===== config.mk =====
export PLATFORM = sky130hd
export DESIGN_NAME = line_read_seq
export DESIGN_NICKNAME = d
export VERILOG_FILES = /design/src/rtl/line_read_seq.sv
export SDC_FILE = /design/constraint.sdc
export NUM_CORES = 1
export LEC_CHECK = 0
export ABC_AREA = 1
export BUFFER_PORTS_ARGS = -buffer_cell sky130_fd_sc_hd__buf_2
export CAP_MARGIN = 20
export CORE_ASPECT_RATIO = 1.2
export CORE_MARGIN = 4
export CORE_UTILIZATION = 44
export DETAILED_ROUTE_END_ITERATION = 6
export PLACE_DENSITY = 0.75
export SLEW_MARGIN = 15
export SYNTH_ARGS = -nofsm -noshare
export SYNTH_HDL_FRONTEND = slang
export SYNTH_SLANG_ARGS = --single-unit

===== constraint.sdc =====
create_clock -name clk -period 1.5 [get_ports clk]
set_clock_uncertainty 0.2 [all_clocks]
set_input_delay 0.075 -clock clk [delete_from_list [all_inputs] [get_ports clk]]
set_output_delay 0.075 -clock clk [all_outputs]
set_load 0.02 [all_outputs]

===== src/rtl/line_read_seq.sv =====
module line_read_seq #(
  parameter int LINES = 16,
  parameter int BYTES = 16,
  localparam int AW = $clog2(LINES)
) (
  input  logic          clk,
  input  logic          rst_n,
  input  logic          ref_h,
  input  logic          ref_v,
  input  logic          start_read,
  input  logic [AW-1:0] v_preset,
  output logic [AW-1:0] line_addr,
  output logic [BYTES-1:0] oe,
  output logic          sw_req
);

  localparam logic [AW-1:0] LAST_LINE = AW'(LINES - 1);

  logic realign;
  assign realign = ref_h | start_read;

  always_ff @(posedge clk) begin
    if (!rst_n)
      line_addr <= '0;
    else if (ref_v)
      line_addr <= v_preset;
    else if (ref_h)
      line_addr <= (line_addr == LAST_LINE) ? '0 : line_addr + 1'b1;
  end

  always_ff @(posedge clk) begin
    if (!rst_n)
      oe <= '0;
    else if (realign)
      oe <= BYTES'(1);
    else if (|oe)
      oe <= {oe[BYTES-2:0], oe[BYTES-1]};
  end

  assign sw_req = oe[BYTES-1];

endmodule


# [Word-level counts from Yosys, hierarchy flattened]
# Index checks and enable logic that the tools add are counted.
# Widths: inputs -> output; s select.
[op_classes] mux=5 n_mul=0 shifts=0 eq_ne=1 bitwise_logic=2 order_cmp=0 n_reduce_logical=4 div=0 add_sub_neg=1
[ops] op="$reduce_or 16->1" count=1
[ops] op="$mux 4" count=3
[ops] op="$add 4x1->4 const B" count=1
[ops] op="$eq 4x4->1 const B" count=1
[ops] op="$reduce_bool 2->1" count=2
[ops] op="$mux 1" count=2
[ops] op="$reduce_or 2->1" count=1
[ops] op="$not 1->1" count=1
[ops] op="$or 1x1->1" count=1
[word_totals] latch_bits=0 input_bits=9 romBits=0 ram_bits=0 ff_bits=20 elab_cells=16 n_memories=0

# [Depth between registers and ports, before layout]
[logic_depth] ltp_word=4 ltp_mapped=6 depth_no_buf=6

# [Least setup slack after synthesis]
# OpenSTA, ideal clock, no wires.
[synth_path] kind="register to register" startpoint="reg line_addr[0]" endpoint="reg line_addr[0]" setup_time_ns=0.123 slack_ns=0.189 required_time_ns=1.177 arrival_time_ns=0.989 path_stages_with_launch=7 path_cell_list="dfxtp_1 -> ha_1 -> nand3_1 -> nand2_1 -> inv_1 -> nand2_1 -> a21oi_1"
[synth_between] elab_chain_len=4 word_cells_on_any_way=5 cone_classes="1 x add/sub; 1 x eq/ne; 3 x mux"
[synth_lines] item="start: declaration" line="12" text="output logic [AW-1:0] line_addr,"
[synth_lines] item="start signal: assignment" line="26" text="line_addr <= v_preset;"
[synth_lines] item="start signal: assignment" line="28" text="line_addr <= (line_addr == LAST_LINE) ? '0 : line_addr + 1'b1;"
[synth_lines] item="$add 4x1->4 / $eq 4x4->1 (equally long branches)" line="28"
[synth_lines] item="$mux 4 *" line="28"
[synth_lines] item="$mux 4 *" line="27" text="else if (ref_h)"
[synth_lines] item="$mux 4 *" line="25" text="else if (ref_v)"
# Every way passes the cells marked *; elsewhere a longest branch is shown, timed or not. The select of a mux whose other input is x is not followed.
# A chain may end at the register's enable or synchronous reset.

# [Final worst setup path]
[layout_path] startpoint="reg line_addr[0]" endpoint="reg line_addr[3]"
# Same word-level chain as after synthesis.

==> report_table.html <==
<table>
<tr><th>Metric</th><th>Value</th></tr>
<tr><th colspan="2">Setup path</th></tr>
<tr><td>Maximum fanout along the worst path</td><td>6</td></tr>
<tr><td>Crit path kind</td><td>reg -&gt; reg</td></tr>
<tr><td>Reg-to-reg endpoint</td><td>line_addr[3]$_SDFFE_PN0P_</td></tr>
<tr><td>Endpoint required time on the critical path</td><td>1500 ps</td></tr>
<tr><td>Flop-to-flop setup slack</td><td>220 ps</td></tr>
<tr><td>Worst Setup Start Kind</td><td>flip-flop</td></tr>
<tr><td>Worst Reg2Reg Path Length in Cells</td><td>6</td></tr>
<tr><td>R2R Path Start</td><td>line_addr[0]$_SDFFE_PN0P_</td></tr>
<tr><td>Sort of element at the end of the critical path</td><td>flip-flop</td></tr>
<tr><td>Data arrival time at the worst-slack endpoint</td><td>1280 ps</td></tr>
<tr><th colspan="2">Global routing</th></tr>
<tr><td>Global-route wire length before repair</td><td>2.691 mm</td></tr>
<tr><td>Vias in the first global route</td><td>around 600</td></tr>
<tr><td>Total global routing overflow</td><td>0</td></tr>
<tr><td>Initial antenna violation count</td><td>0</td></tr>
<tr><td>Global router's overall resource usage</td><td>0.1627</td></tr>
<tr><td>Largest net degree at the start of global routing</td><td>16</td></tr>
<tr><th colspan="2">Synthesis</th></tr>
<tr><td>Cell variety after synth</td><td>14</td></tr>
<tr><td>Cell area after technology mapping</td><td>700.7 um2</td></tr>
<tr><td>Number of warning messages in the yosys log</td><td>0</td></tr>
<tr><td>Fraction of the yosys area taken by sequential cells</td><td>0.5714</td></tr>
<tr><td>Synthesized flop and latch total</td><td>20</td></tr>
<tr><td>Mapped Nets</td><td>between 90 and 100</td></tr>
<tr><td>Number of instances in the synthesized netlist</td><td>86</td></tr>
<tr><td>Synth Area per Inst</td><td>8.147 um2</td></tr>
<tr><th colspan="2">Place</th></tr>
<tr><td>Number of input and output port buffers inserted</td><td>29</td></tr>
<tr><td>Placement-stage worst setup slack</td><td>234.7 ps</td></tr>
<tr><td>Final estimated routing congestion in global placement</td><td>about 0.8</td></tr>
<tr><td>DPL Wire Length</td><td>1.046 mm</td></tr>
<tr><th colspan="2">STA</th></tr>
<tr><td>Fraction of the cycle the final worst path needs</td><td>0.8521</td></tr>
<tr><td>Shortest period the worst path allows</td><td>between 1000 and 1500 ps</td></tr>
<tr><td>Slew HR</td><td>0.7918</td></tr>
<tr><td>Number of hold violations in the final report</td><td>0</td></tr>
<tr><td>Maximum achievable frequency</td><td>0.7824 GHz</td></tr>
<tr><td>RSZ-0062 raised after global routing</td><td>false</td></tr>
<tr><td>Final-report setup violation count</td><td>0</td></tr>
<tr><td>Max-slew violation total from the final report</td><td>0</td></tr>
<tr><td>Worst-margin pin slew</td><td>311.2 ps</td></tr>
<tr><td>TNS Setup</td><td>0 ps</td></tr>
<tr><td>Worst setup slack after layout</td><td>221.8 ps</td></tr>
<tr><th colspan="2">Clocking</th></tr>
<tr><td>Post-cts sizing count</td><td>0</td></tr>
<tr><td>Clock insertion delay at the later pin of the skew report</td><td>310 ps</td></tr>
<tr><td>CTS Buffer Depth</td><td>2</td></tr>
<tr><td>Clock root buffer</td><td>sky130_fd_sc_hd__clkbuf_4</td></tr>
<tr><td>Clock transition at the registers of the reported paths</td><td>110 ps</td></tr>
<tr><td>TritonCTS clock tree</td><td>yes</td></tr>
<tr><td>H-tree depth</td><td>1</td></tr>
<tr><td>Total clock buffers created by CTS</td><td>3</td></tr>
<tr><td>Number of sinks driven by the clock tree</td><td>20</td></tr>
<tr><th colspan="2">Final layout</th></tr>
<tr><td>Total number of nets in the final design</td><td>between 100 and 150</td></tr>
<tr><td>Share of layout cells above drive strength 1</td><td>0.2756</td></tr>
<tr><td>Antenna diodes</td><td>0</td></tr>
<tr><td>Area of all sequential standard cells</td><td>400.4 um2</td></tr>
<tr><td>Area Growth Syn to Fin</td><td>42.86%</td></tr>
<tr><td>Layout filler cell count</td><td>128</td></tr>
<tr><td>Area used by multi-input combinational logic</td><td>198.9 um2</td></tr>
<tr><th colspan="2">Hold path</th></tr>
<tr><td>Startpoint of the tightest hold check path</td><td>oe[8]$_SDFFE_PP0P_</td></tr>
<tr><td>Hold depth</td><td>2</td></tr>
<tr><td>Worst hold path endpoint</td><td>oe[9]$_SDFFE_PP0P_</td></tr>
<tr><td>Kind of path behind the tightest hold check</td><td>reg -&gt; reg</td></tr>
<tr><th colspan="2">Power</th></tr>
<tr><td>Worst vdd rail ir drop</td><td>approximately 0.64 mV</td></tr>
<tr><td>Reported leakage power</td><td>just under 0.5 nW</td></tr>
<tr><td>P per Cell Area</td><td>1081 nW/um2</td></tr>
<tr><th colspan="2">Die</th></tr>
<tr><td>Area of the die</td><td>2298 um2</td></tr>
<tr><td>Die Y-Extent</td><td>51.72 um</td></tr>
<tr><td>Width of the chip</td><td>between 40 and 50 um</td></tr>
<tr><td>Initial Utilization</td><td>0.4786</td></tr>
<tr><td>Area inside the core boundary</td><td>1464 um2</td></tr>
<tr><td>Boundary pin count</td><td>30</td></tr>
<tr><td>Row count</td><td>15</td></tr>
<tr><th colspan="2">Detailed routing</th></tr>
<tr><td>Final routed wire length divided by cell count</td><td>roughly 11 um</td></tr>
<tr><td>Ratio of routed vias to standard cells</td><td>around 4.5</td></tr>
<tr><td>Wirelength, routed</td><td>1.621 mm</td></tr>
<tr><td>Via count</td><td>654</td></tr>
<tr><td>Count of nets left with antenna violations after detail routing</td><td>0</td></tr>
<tr><td>Remaining routing DRC violations</td><td>0</td></tr>
<tr><td>Number of DRC markers after the initial detailed-route iteration</td><td>8</td></tr>
<tr><td>First-pass iteration count of the detailed router</td><td>4</td></tr>
<tr><th colspan="2">Run status</th></tr>
<tr><td>Run status</td><td>completed</td></tr>
<tr><th colspan="2">Run</th></tr>
<tr><td>Count of max-cap constraint violations</td><td>0</td></tr>
</table>
[synth_stat cells]
| cell type | n | area share |
|---|---|---|
| sky130_fd_sc_hd__a21oi_1 | 4 | 0.029 |
| sky130_fd_sc_hd__a22oi_1 | 3 | 0.032 |
| sky130_fd_sc_hd__buf_4 | 1 | 0.011 |
| sky130_fd_sc_hd__buf_6 | 1 | 0.016 |
| sky130_fd_sc_hd__dfxtp_1 | 20 | 0.57 |
| sky130_fd_sc_hd__ha_1 | 1 | 0.018 |
| sky130_fd_sc_hd__inv_1 | 22 | 0.12 |
| sky130_fd_sc_hd__nand2_1 | 10 | 0.054 |
| sky130_fd_sc_hd__nand2_2 | 1 | 0.0089 |
| sky130_fd_sc_hd__nand3_1 | 3 | 0.021 |
| sky130_fd_sc_hd__nand4_1 | 1 | 0.0089 |
| sky130_fd_sc_hd__nor2_1 | 17 | 0.091 |
| sky130_fd_sc_hd__nor2_2 | 1 | 0.0089 |
| sky130_fd_sc_hd__xor2_1 | 1 | 0.013 |
[layout make-up]
cell class / count / area share
Clock buffer: 3 / 0.02250
Clock inverter: 1 / 0.03000
Inverter: 22 / 0.08250
Multi-Input combinational cell: 42 / 0.1988
Sequential cell: 20 / 0.4000
Tap cell: 17 / 0.02125
Timing Repair Buffer: 39 / 0.2450
[worst max-delay path: stages (launching register included)]
cell	delay (ps)
sky130_fd_sc_hd__dfxtp_1	430
sky130_fd_sc_hd__ha_1	230
sky130_fd_sc_hd__nand3_1	90
sky130_fd_sc_hd__nand2_1	70
sky130_fd_sc_hd__inv_1	50
sky130_fd_sc_hd__nand2_1	60
sky130_fd_sc_hd__a21oi_1	50
[worst max-delay path by stage]
stage	start	to	slack, ps	depth (start not counted)
CTS	v_preset[1]	line_addr[1]$_SDFFE_PN0P_	50	7
global route	line_addr[1]$_SDFFE_PN0P_	line_addr[0]$_SDFFE_PN0P_	130	6
floorplan	line_addr[0]$_SDFFE_PN0P_	line_addr[0]$_SDFFE_PN0P_	190	6
detailed placement	line_addr[0]$_SDFFE_PN0P_	line_addr[0]$_SDFFE_PN0P_	230	6
finish	line_addr[0]$_SDFFE_PN0P_	line_addr[3]$_SDFFE_PN0P_	220	6
global placement	line_addr[0]$_SDFFE_PN0P_	line_addr[3]$_SDFFE_PN0P_	310	6
[through the flow]
step / std cells / area [um2] / utilization / total power, mW / hold slack [ps]
after floorplan: 86 / 700.7 / - / 0.6059 / -27.37
after global placement: 130 / 848.3 / 0.5795 / 0.6325 / 104.0
after detailed placement: 130 / 848.3 / 0.5795 / 0.6344 / 104.6
after CTS: 144 / 1001 / 0.6838 / 1.086 / 233.8
after global routing: 144 / 1001 / 0.6838 / 1.130 / 248.3
final: 144 / 1001 / 0.6838 / 1.082 / 231.2
[metal layers]
layer	global-route usage	share of wire	vias to the layer above	wire length, um
li1	-	-	332	-
met1	0.1803	0.40	297	644
met2	0.2888	0.52	21	842
met3	0.03460	0.059	4	95
met4	0.07538	0.023	0	38
met5	0	0	-	0
[flip-flops by register name (all words and copies together), names as in the netlist]
| register | count |
|---|---|
| oe | 16 |
| line_addr | 4 |
[logic make-up after synthesis]
logic type      share of synthesized area
fa+ha+maj                         0.01785
buf+inv                            0.1446
simple gates                       0.1929
flops                              0.5714
xor+xnor                          0.01250
compound gates                    0.06071
[cell usage in the layout (no fill, tap or decap)]
| master | n |
|---|---|
| sky130_fd_sc_hd__dlygate4sd3_1 | 10 |
| sky130_fd_sc_hd__dfxtp_1 | 20 |
| sky130_fd_sc_hd__a21oi_1 | 4 |
| sky130_fd_sc_hd__nand2_2 | 1 |
| sky130_fd_sc_hd__nor2_2 | 1 |
| sky130_fd_sc_hd__buf_2 | 29 |
| sky130_fd_sc_hd__a22oi_1 | 3 |
| sky130_fd_sc_hd__bufinv_16 | 1 |
| sky130_fd_sc_hd__xor2_1 | 1 |
| sky130_fd_sc_hd__nand4_1 | 1 |
| sky130_fd_sc_hd__inv_1 | 22 |
| sky130_fd_sc_hd__nand3_1 | 3 |
| sky130_fd_sc_hd__clkbuf_4 | 3 |
| sky130_fd_sc_hd__nor2_1 | 17 |
| sky130_fd_sc_hd__ha_1 | 1 |
| sky130_fd_sc_hd__nand2_1 | 10 |
[report_power, final]
group	leakage [nW]	total (mW)	internal, mW	switching, mW
clock network	0.0279	0.436	0.270	0.166
logic	0.296	0.0937	0.0450	0.0488
registers	0.162	0.552	0.541	0.0115
[timing repair]
item	in CTS	in global routing
hold buffers	10	1
buffers inserted	0	0
hold endpoints to repair	5	1
endpoints found under the setup margin	0	1
(Power assumes the default switching activity.)
